==> src/rtl/ctlreg_bus_pkg.sv <==
package ctlreg_bus_pkg;
   typedef enum logic [2:0] {PH_IDLE, PH_SLV, PH_ADR, PH_DAT, PH_RD} phase_t;
   typedef enum logic {TG_ARR, TG_REG} target_t;

   function automatic logic [7:0] pack_reg(input logic [1:0] wd, input logic sec, input logic pri);
      return {1'b0, wd, 2'b00, sec, pri, 1'b0};
   endfunction
endpackage

==> src/rtl/ctlreg_bus_cond.sv <==
module ctlreg_bus_cond (
   input  logic clk,
   input  logic rst_n,
   input  logic scl_i,
   input  logic sda_i,
   output logic scl_rise_o,
   output logic scl_fall_o,
   output logic start_o,
   output logic stop_o
);
   logic scl_q, sda_q;

   always_ff @(posedge clk or negedge rst_n) begin
      if (!rst_n) begin
         scl_q <= 1'b1;
         sda_q <= 1'b1;
      end else begin
         scl_q <= scl_i;
         sda_q <= sda_i;
      end
   end

   assign scl_rise_o = scl_i & ~scl_q;
   assign scl_fall_o = ~scl_i & scl_q;
   assign start_o    = scl_i & scl_q & sda_q & ~sda_i;
   assign stop_o     = scl_i & scl_q & ~sda_q & sda_i;
endmodule

==> src/rtl/ctlreg_bus_regs.sv <==
module ctlreg_bus_regs #(
   parameter int         BYTE_W   = 8,
   parameter logic [7:0] SET_ADDR = 8'h01,
   parameter logic [7:0] CLR_ADDR = 8'h03,
   parameter logic [7:0] KEY_PRI  = 8'h02,
   parameter logic [7:0] KEY_SEC  = 8'h06,
   parameter logic [1:0] WD_INIT  = 2'b00
) (
   input  logic              clk,
   input  logic              rst_n,
   input  logic              commit_i,
   input  logic              tgt_reg_i,
   input  logic [BYTE_W:0]   addr_i,
   input  logic [BYTE_W-1:0] data_i,
   input  logic              wp_i,
   input  logic              hv_i,
   output logic [1:0]        wd_o,
   output logic              pri_o,
   output logic              sec_o,
   output logic              vset_o,
   output logic              vrst_o
);
   logic prog_ok;
   assign prog_ok = hv_i && (data_i == '0) && !addr_i[BYTE_W];

   always_ff @(posedge clk or negedge rst_n) begin
      if (!rst_n) begin
         wd_o   <= WD_INIT;
         pri_o  <= 1'b0;
         sec_o  <= 1'b0;
         vset_o <= 1'b0;
         vrst_o <= 1'b0;
      end else begin
         vset_o <= 1'b0;
         vrst_o <= 1'b0;
         if (commit_i) begin
            if (tgt_reg_i) begin
               if (pri_o && sec_o) begin
                  if (!wp_i) wd_o <= data_i[6:5];
                  sec_o <= 1'b0;
               end else if (data_i == KEY_SEC && pri_o) begin
                  sec_o <= 1'b1;
               end else if (data_i == KEY_PRI) begin
                  pri_o <= 1'b1;
               end
            end else begin
               vset_o <= prog_ok && (addr_i[BYTE_W-1:0] == SET_ADDR);
               vrst_o <= prog_ok && (addr_i[BYTE_W-1:0] == CLR_ADDR);
            end
         end
      end
   end
endmodule

==> src/rtl/ctlreg_bus_slave.sv <==
module ctlreg_bus_slave #(
   parameter int         BYTE_W   = 8,
   parameter int         PRE_W    = 4,
   parameter logic [3:0] REG_PRE  = 4'b1011,
   parameter logic [3:0] ARR_PRE  = 4'b1010,
   parameter logic [8:0] REG_ADDR = 9'h1FF,
   parameter logic [7:0] SET_ADDR = 8'h01,
   parameter logic [7:0] CLR_ADDR = 8'h03,
   parameter logic [7:0] KEY_PRI  = 8'h02,
   parameter logic [7:0] KEY_SEC  = 8'h06,
   parameter logic [1:0] WD_INIT  = 2'b00
) (
   input  logic       clk,
   input  logic       rst_n,
   input  logic       scl_i,
   input  logic       sda_i,
   input  logic       wp_i,
   input  logic       hv_i,
   output logic       sda_pd_o,
   output logic [1:0] wd_o,
   output logic       vset_o,
   output logic       vrst_o
);
   import ctlreg_bus_pkg::*;

   localparam int             CNT_W = $clog2(BYTE_W + 1);
   localparam logic [CNT_W-1:0] LAST = CNT_W'(BYTE_W);

   if (BYTE_W != 8) begin : g_bad_width
      $error("ctlreg_bus_slave: BYTE_W must be 8");
   end
   if (PRE_W != 4) begin : g_bad_pre
      $error("ctlreg_bus_slave: PRE_W must be 4");
   end
   if (REG_PRE == ARR_PRE) begin : g_bad_preamble
      $error("ctlreg_bus_slave: preambles must differ");
   end

   logic              rise, fall, start, stop;
   phase_t            ph;
   target_t           tgt;
   logic [CNT_W-1:0]  cnt;
   logic              ackph, ahi, got, ack_ok, commit;
   logic [BYTE_W-1:0] sh, adr, dat, tx, rd_byte;
   logic              pri, sec;

   ctlreg_bus_cond u_cond (
      .clk(clk), .rst_n(rst_n), .scl_i(scl_i), .sda_i(sda_i),
      .scl_rise_o(rise), .scl_fall_o(fall), .start_o(start), .stop_o(stop)
   );

   assign commit = stop && (ph == PH_DAT) && got;

   ctlreg_bus_regs #(
      .BYTE_W(BYTE_W), .SET_ADDR(SET_ADDR), .CLR_ADDR(CLR_ADDR),
      .KEY_PRI(KEY_PRI), .KEY_SEC(KEY_SEC), .WD_INIT(WD_INIT)
   ) u_regs (
      .clk(clk), .rst_n(rst_n), .commit_i(commit), .tgt_reg_i(tgt == TG_REG),
      .addr_i({ahi, adr}), .data_i(dat), .wp_i(wp_i), .hv_i(hv_i),
      .wd_o(wd_o), .pri_o(pri), .sec_o(sec), .vset_o(vset_o), .vrst_o(vrst_o)
   );

   assign rd_byte = pack_reg(wd_o, sec, pri);

   always_comb begin
      case (ph)
         PH_SLV:  ack_ok = (sh[BYTE_W-1 -: PRE_W] == REG_PRE) ||
                           ((sh[BYTE_W-1 -: PRE_W] == ARR_PRE) && !sh[0]);
         PH_ADR:  ack_ok = (tgt == TG_ARR) || ({ahi, sh} == REG_ADDR);
         PH_DAT:  ack_ok = !got;
         default: ack_ok = 1'b0;
      endcase
   end

   always_ff @(posedge clk or negedge rst_n) begin
      if (!rst_n) begin
         ph       <= PH_IDLE;
         tgt      <= TG_ARR;
         cnt      <= '0;
         ackph    <= 1'b0;
         ahi      <= 1'b0;
         got      <= 1'b0;
         sh       <= '0;
         adr      <= '0;
         dat      <= '0;
         tx       <= '0;
         sda_pd_o <= 1'b0;
      end else if (start) begin
         ph       <= PH_SLV;
         cnt      <= '0;
         ackph    <= 1'b0;
         got      <= 1'b0;
         sda_pd_o <= 1'b0;
      end else if (stop) begin
         ph       <= PH_IDLE;
         ackph    <= 1'b0;
         got      <= 1'b0;
         sda_pd_o <= 1'b0;
      end else begin
         case (ph)
            PH_IDLE: ;
            PH_RD: begin
               if (rise) begin
                  cnt <= cnt + 1'b1;
               end else if (fall) begin
                  if (cnt == LAST) begin
                     sda_pd_o <= 1'b0;
                     ph       <= PH_IDLE;
                  end else begin
                     sda_pd_o <= ~tx[BYTE_W-2];
                     tx       <= {tx[BYTE_W-2:0], 1'b0};
                  end
               end
            end
            default: begin
               if (rise && cnt != LAST) begin
                  sh  <= {sh[BYTE_W-2:0], sda_i};
                  cnt <= cnt + 1'b1;
               end else if (fall && cnt == LAST) begin
                  if (!ackph) begin
                     ackph    <= 1'b1;
                     sda_pd_o <= ack_ok;
                     if (!ack_ok && ph != PH_DAT) begin
                        ph  <= PH_IDLE;
                        cnt <= '0;
                     end
                  end else begin
                     ackph    <= 1'b0;
                     sda_pd_o <= 1'b0;
                     cnt      <= '0;
                     case (ph)
                        PH_SLV: begin
                           tgt <= (sh[BYTE_W-1 -: PRE_W] == REG_PRE) ? TG_REG : TG_ARR;
                           ahi <= sh[1];
                           if (sh[0]) begin
                              ph       <= PH_RD;
                              tx       <= rd_byte;
                              sda_pd_o <= ~rd_byte[BYTE_W-1];
                           end else begin
                              ph <= PH_ADR;
                           end
                        end
                        PH_ADR: begin
                           adr <= sh;
                           ph  <= PH_DAT;
                        end
                        default: begin
                           if (!got) begin
                              dat <= sh;
                              got <= 1'b1;
                           end
                        end
                     endcase
                  end
               end
            end
         endcase
      end
   end
endmodule

==> config.mk <==
export PLATFORM = sky130hd
export DESIGN_NAME = ctlreg_bus_slave
export DESIGN_NICKNAME = d
export VERILOG_FILES = /design/src/rtl/ctlreg_bus_pkg.sv /design/src/rtl/ctlreg_bus_cond.sv /design/src/rtl/ctlreg_bus_regs.sv /design/src/rtl/ctlreg_bus_slave.sv
export SDC_FILE = /design/constraint.sdc
export NUM_CORES = 1
export LEC_CHECK = 0
export ABC_AREA = 1
export BUFFER_PORTS_ARGS = -buffer_cell sky130_fd_sc_hd__buf_4
export CAP_MARGIN = 10
export CORE_UTILIZATION = 46
export DETAILED_ROUTE_END_ITERATION = 6
export HOLD_SLACK_MARGIN = 0.1
export PLACE_DENSITY = 0.59
export SYNTH_ARGS = -nofsm -noshare
export SYNTH_HDL_FRONTEND = slang
export SYNTH_SLANG_ARGS = --single-unit
==> constraint.sdc <==
create_clock -name clk -period 3 [get_ports clk]
set_input_delay 0.6 -clock clk [delete_from_list [all_inputs] [get_ports clk]]
set_output_delay 0.6 -clock clk [all_outputs]
set_load 0.02 [all_outputs]
==> results of run 1 <==
## sequential cells by signal (all words and copies together), names as in the netlist, 2 cells and up
name	flops
ph	3
dat	8
adr	8
sh	8
u_regs.wd_o	2
tx	6
cnt	4
## stage by stage
stage                     area [µm²]  utilization (%)
after floorplan                 2460                -
after global placement          2580             50.2
after detailed placement        2580             50.2
after CTS                       2670             51.9
after global routing            2670             51.9
final                           2670             51.9
## worst min-delay path by stage
stage                       start                          to  cells past startpoint
3_5_place_dp   adr[1]$_DFFE_PN0P_     u_regs.vset_o$_DFF_PN0_                      1
6_report                    rst_n  u_regs.wd_o[1]$_DFFE_PN0P_                      1
4_1_cts                     rst_n  u_regs.wd_o[1]$_DFFE_PN0P_                      1
3_3_place_gp   adr[1]$_DFFE_PN0P_     u_regs.vset_o$_DFF_PN0_                      1
5_1_grt                     rst_n  u_regs.wd_o[1]$_DFFE_PN0P_                      1
2_1_floorplan               rst_n           ackph$_DFFE_PN0P_                      0
## layer usage
layer / GRT usage (%) / vias up / part of all wire (%) / wire, µm
met3: 4.42 / 8 / 3.2 / 161
met2: 28.6 / 35 / 42 / 2110
met5: 0 / - / 0 / 0
met1: 28.7 / 863 / 53 / 2650
met4: 9.26 / 0 / 2.0 / 101
li1: - / 985 / - / -
## power by group through the flow
stage / logic, mW / clock network (mW) / registers, mW
2_1_floorplan: 0.180 / 0 / 0.807
3_3_place_gp: 0.252 / 0 / 0.821
3_5_place_dp: 0.255 / 0 / 0.820
4_1_cts: 0.260 / 0.414 / 0.807
5_1_grt: 0.297 / 0.440 / 0.817
6_report: 0.258 / 0.398 / 0.807
## cell usage after synthesis (3+ instances only)
master / number / area, µm²
inv_1: 37 / 139
o21ai_1: 12 / 60.1
nand3_1: 19 / 95.1
nor2_2: 3 / 18.8
nand2_1: 75 / 282
nand2_2: 3 / 18.8
nor3_1: 5 / 25.0
buf_6: 3 / 33.8
inv_2: 5 / 18.8
nand4_1: 7 / 43.8
dfrtp_1: 48 / 1200
nor2_1: 18 / 67.6
o21ai_0: 24 / 120
a21oi_1: 7 / 35.0
## critical path: stages (launching register included)
cell and delay, ns:
dfrtp_1 0.46, nor2_2 0.16, nand2_2 0.21, inv_2 0.22, nor2_4 0.07, nor3_4 0.40
nor2_1 0.08, a21oi_1 0.13
## kinds of logic after synthesis
| logic type | count (synthesis) | synth area share, % |
|---|---|---|
| flip-flops | 50 | 50.9 |
| XOR/XNOR | 2 | 0.711 |
| AND/OR/NAND/NOR | 142 | 27.2 |
| buffers and inverters | 49 | 8.43 |
| adder cells (fa/ha/maj) | 2 | 1.02 |
| AO/OA/AOI/OAI | 51 | 11.7 |
## layout make-up
class | count | area [µm²]
inverter | 43 | 161
clock inverter | 2 | 13.8
tap | 70 | 87.6
timing repair buffer | 10 | 75.1
multi-input combinational | 197 | 1000
sequential | 50 | 1250
clock buffer | 6 | 72.6
fill | 536 | 2470
==> results.yml, run 1 <==
outcome:
  status: "completed"
pwr:
  swShare_pct: 32.6
  share_comb_of_total_power_pct: 17.6
  ir_worst_vdd_v: 0.000282
  p_int_mw: 0.986
  p_per_area_nw_per_um2: 549
  power.total_mw: 1.46
  pwr-share-seq_pct: 55.2
  p_clk_share_pct: 27.2
  p_leak_nw: 1.29
  power_switching_mw: 0.477
synthesis:
  syn_inst: 296
  synth-async-reset-ratio_pct: 100
  synth_nets: 304
  synth-edff-count: 0
  ys_types: 36
  syn_area_per_cell_um2: 8.32
  ys_warn_count: 0
  synthFlopType: "dfrtp_1"
  netlist_area_um2: 2460
  yosys_register_bits: 50
  ys_seq_area_share_pct: 50.9
drt:
  drc_errors: 0
  wire_per_inst_um: 13.3
  ant_nets: 0
  firstDrtPassIters: 4
  viasPerCell: 5.00
  drt_iter0_drc: 146
  vias: 1891
  routed_wl_mm: 5.02
sta:
  fin_setup_tns_ns: 0
  setup_viol: 0
  worstMarginPinSlew_ns: 0.634
  layout_min_cycle_time_ns: 1.81
  slew_violations: 0
  timing.final.crit_share_pct: 60.5
  clock.fmax_mhz: 551
  hold_slack_ns: 0.297
  rsz0062_at_grt: "false"
  finalHoldViolCount: 0
  clock_skew_ns: 0.00589
  worst_slack_ns: 1.19
  max_slew_margin_pct: 57.7
critical_path:
  crit_path_end: "tx[2]$_DFFE_PN0P_"
  r2r_slack_ns: 1.19
  path_max_fanout: 15
  cp.arrival_ns: 2.05
  rr_endpoint: "tx[2]$_DFFE_PN0P_"
  critPathLaunch: "ph[0]$_DFFE_PN0P_"
  worstReg2RegStart: "ph[0]$_DFFE_PN0P_"
  ff2ff_path_depth: 7
  crit_required_ns: 3.24
  crit_path_start_kind: "register"
  worst-setup-path-type: "reg -> reg"
  critPathCaptureType: "register"
finish:
  num_antenna_cells: 0
  final_common_cell: "nand2_1"
  layout-area-overhead-vs-synth_pct: 8.23
  nNetsFinal: 315
  final_cell_mix: "nand2_1, dfrtp_1, inv_1"
  final_cells: 378
  drive_gt1_share_pct: 12.7
global_route:
  overflow: 0
  grt_pass1_vias: 1763
  grt_usage_pct: 19.9
  grt_pass1_wl_mm: 8.29
  grt_max_degree: 51
  antenna_found_initial: 0
clock_tree:
  cts_resized: 0
  cts_max_level: 2
  cts_max_path_buffers: 2
  root_buffer: "clkbuf_8"
  cts_tree: "built"
  cts_buffers: 5
  hold_buffers: 0
  post_cts_buffers: 0
  insertion_delay_ns: 0.31
  path_clk_slew_ns: 0.09
  clock_sinks: 50
die:
  rows: 26
  start_util_pct: 47.9
  fp.dieArea_um2: 5650
  fp.dieH_um: 75.2
  pin_count: 11
  die_w_um: 75.2
  coreArea_um2: 5140
place:
  gp_congestion: 0.910
  dpl.hpwl_mm: 3.52
  place_ws_ns: 1.00
  dp.cells: 370
  numPortBuffers: 10
worst_hold_path:
  min_path_type: "in -> async"
run:
  drv_cap: 0
Note: power is estimated with default switching activity, not from simulation.
==> run 2: changes to the inputs <==
--- a/config.mk
+++ b/config.mk
@@ -11,7 +11,7 @@
 export CORE_UTILIZATION = 46
 export DETAILED_ROUTE_END_ITERATION = 6
 export HOLD_SLACK_MARGIN = 0.1
-export PLACE_DENSITY = 0.59
+export PLACE_DENSITY = 0.62
 export SYNTH_ARGS = -nofsm -noshare
 export SYNTH_HDL_FRONTEND = slang
 export SYNTH_SLANG_ARGS = --single-unit
==> constraint.sdc (replaced) <==
create_clock -name clk -period 1.5 [get_ports clk]
set_input_delay 0.3 -clock clk [delete_from_list [all_inputs] [get_ports clk]]
set_output_delay 0.3 -clock clk [all_outputs]
set_load 0.02 [all_outputs]
==> run 2 against run 1 <==
Effect of this change:
- the flow now finishes with violations (negative setup slack)
- die area unchanged
- wire length increased by 13%
- register-to-register slack got worse by 1.4 ns
- clock power increased to 2.6 times the previous value
- worst setup slack got worse by 1.4 ns
- critical path depth increased by 1
- total power increased by 130%
- non-clock buffer count increased by 41
- sequential power increased by 100%
- combinational power increased to 3.0 times the previous value
- count of clock-buffer cells in the layout unchanged
- critical path type unchanged
- critical endpoint is now tx[6]$_DFFE_PN0P_
- largest power group unchanged
==> results.yml, run 2 (synthesis gave the netlist of run 1 again) <==
drt:
  viasPerCell: 5.01
  drc_errors: 0
  firstDrtPassIters: 4
  ant_nets: 0
  wire_per_inst_um: 13.6
  drt_iter0_drc: 76
  vias: 2099
  routed_wl_mm: 5.69
sta:
  hold_slack_ns: 0.125
  finalHoldViolCount: 0
  max_slew_margin_pct: 58.2
  clock.fmax_mhz: 594
  worst_slack_ns: -0.183
  timing.final.crit_share_pct: 112
  rsz0062_at_grt: "true"
  layout_min_cycle_time_ns: 1.68
  setup_viol: 40
  clock_skew_ns: 0.00448
  fin_setup_tns_ns: -3.61
  slew_violations: 0
  worstMarginPinSlew_ns: 0.627
die:
  rows: 26
  die_w_um: 75.2
  start_util_pct: 47.9
  pin_count: 11
  fp.dieH_um: 75.2
  coreArea_um2: 5140
  fp.dieArea_um2: 5650
clock_tree:
  root_buffer: "clkbuf_8"
  path_clk_slew_ns: 0.09
  cts_max_path_buffers: 2
  cts_tree: "built"
  insertion_delay_ns: 0.30
  cts_max_level: 2
  clock_sinks: 50
  cts_buffers: 5
critical_path:
  worst-setup-path-type: "reg -> reg"
  cp.arrival_ns: 1.92
  path_cells: "inv_1 > nand3_4 > and2_4 > o211ai_2 > nor3_4 > buf_12 > nor2_1 > a21oi_1"
  ff2ff_path_depth: 8
  path_max_fanout: 7
  worst-path-stages: 8
  path_delay_family: "simple AND/OR/NAND/NOR gates"
  crit_required_ns: 1.73
  max_stage_delay_ns: 0.54
  cpMaxStageDelayCell: "dfstp_2"
  critPathCaptureType: "register"
  path_buf_inv: 2
  crit_path_start_kind: "register"
place:
  gp_congestion: 0.817
  dpl.hpwl_mm: 3.86
  numPortBuffers: 10
finish:
  drive_gt1_share_pct: 34.4
  num_antenna_cells: 0
  reg.largest.list: "adr x8, dat x8, sh x8"
  layout-area-overhead-vs-synth_pct: 31.7
  final_cell_mix: "nand2_1, dfrtp_1, buf_4"
  nNetsFinal: 356
  final_common_cell: "nand2_1"
  final_util_pct: 63.1
global_route:
  overflow: 0
  grt_max_degree: 51
  antenna_found_initial: 0
  grt_pass1_vias: 1998
  grt_pass1_wl_mm: 9.10
  grt_usage_pct: 21.6
outcome:
  violations: "negative setup slack"
  status: "finished, violations left"
run:
  drv_cap: 0
worst_hold_path:
  hold_depth: 1
  min_path_type: "in -> reg"
pwr:
  ir_worst_vdd_v: 0.000581
  p_per_area_nw_per_um2: 1050
  p_leak_nw: 1.56
-- run 2: worst paths after layout --
kind / slack (ns) / start / end
worst max-delay path: -0.18 / u_cond.sda_q$_DFF_PN1_ / tx[6]$_DFFE_PN0P_
worst min-delay path: 0.12 / sda_i / u_cond.sda_q$_DFF_PN1_
worst max register to register: -0.18 / u_cond.sda_q$_DFF_PN1_ / tx[6]$_DFFE_PN0P_
worst min register to register: 0.49 / adr[1]$_DFFE_PN0P_ / u_regs.vset_o$_DFF_PN0_
max in group asynchronous: 0.49 / rst_n / ph[2]$_DFFE_PN0P_
min in group asynchronous: 0.55 / rst_n / tx[5]$_DFFE_PN0P_
-- run 2: final cells by class --
type,count,area (µm²)
Tap cell,70,87.6
Inverter,43,161
Multi-Input combinational cell,197,1160
Clock inverter,2,38.8
Fill cell,444,1900
Timing Repair Buffer,51,454
Clock buffer,6,82.6
Sequential cell,50,1260
-- run 2: where the power goes --
group,internal (mW),switching [mW]
clock network,0.549,0.472
logic,0.320,0.461
registers,1.48,0.129
-- run 2: what timing repair did --
action                     4_1_cts  5_1_grt
pin swaps                        1        8
cloned                           1        1
setup buffers                    2        6
setup endpoints to repair       36       45
hold buffers                     1        1
gates resized for setup         11       49
hold endpoints to repair        48        1
-- run 2: metrics by stage --
stage / instances / cell area [µm²] / total power, mW / setup slack, ns
after floorplan: 296 / 2470 / 1.97 / -0.0596
after global placement: 400 / 2850 / 2.24 / -0.102
after detailed placement: 400 / 2850 / 2.26 / -0.171
after CTS: 412 / 3050 / 3.31 / -0.150
after global routing: 419 / 3240 / 3.59 / -0.301
final: 419 / 3240 / 3.41 / -0.183
-- run 2: worst reg2reg max path: stages, from the launching register on --
cell and delay [ns]:
dfstp_2 0.54, inv_1 0.06, nand3_4 0.10, and2_4 0.21, o211ai_2 0.11, nor3_4 0.29, buf_12 0.15, nor2_1 0.04
a21oi_1 0.13
-- run 2: metal layers --
metal / GRT usage [%] / wire [µm] / part of all wire, % / vias to the layer above
met5: 0 / 0 / 0 / -
met4: 6.17 / 65 / 1.1 / 0
met3: 4.28 / 161 / 2.8 / 7
met2: 36.2 / 2790 / 49 / 33
met1: 28.5 / 2680 / 47 / 999
li1: - / - / - / 1060
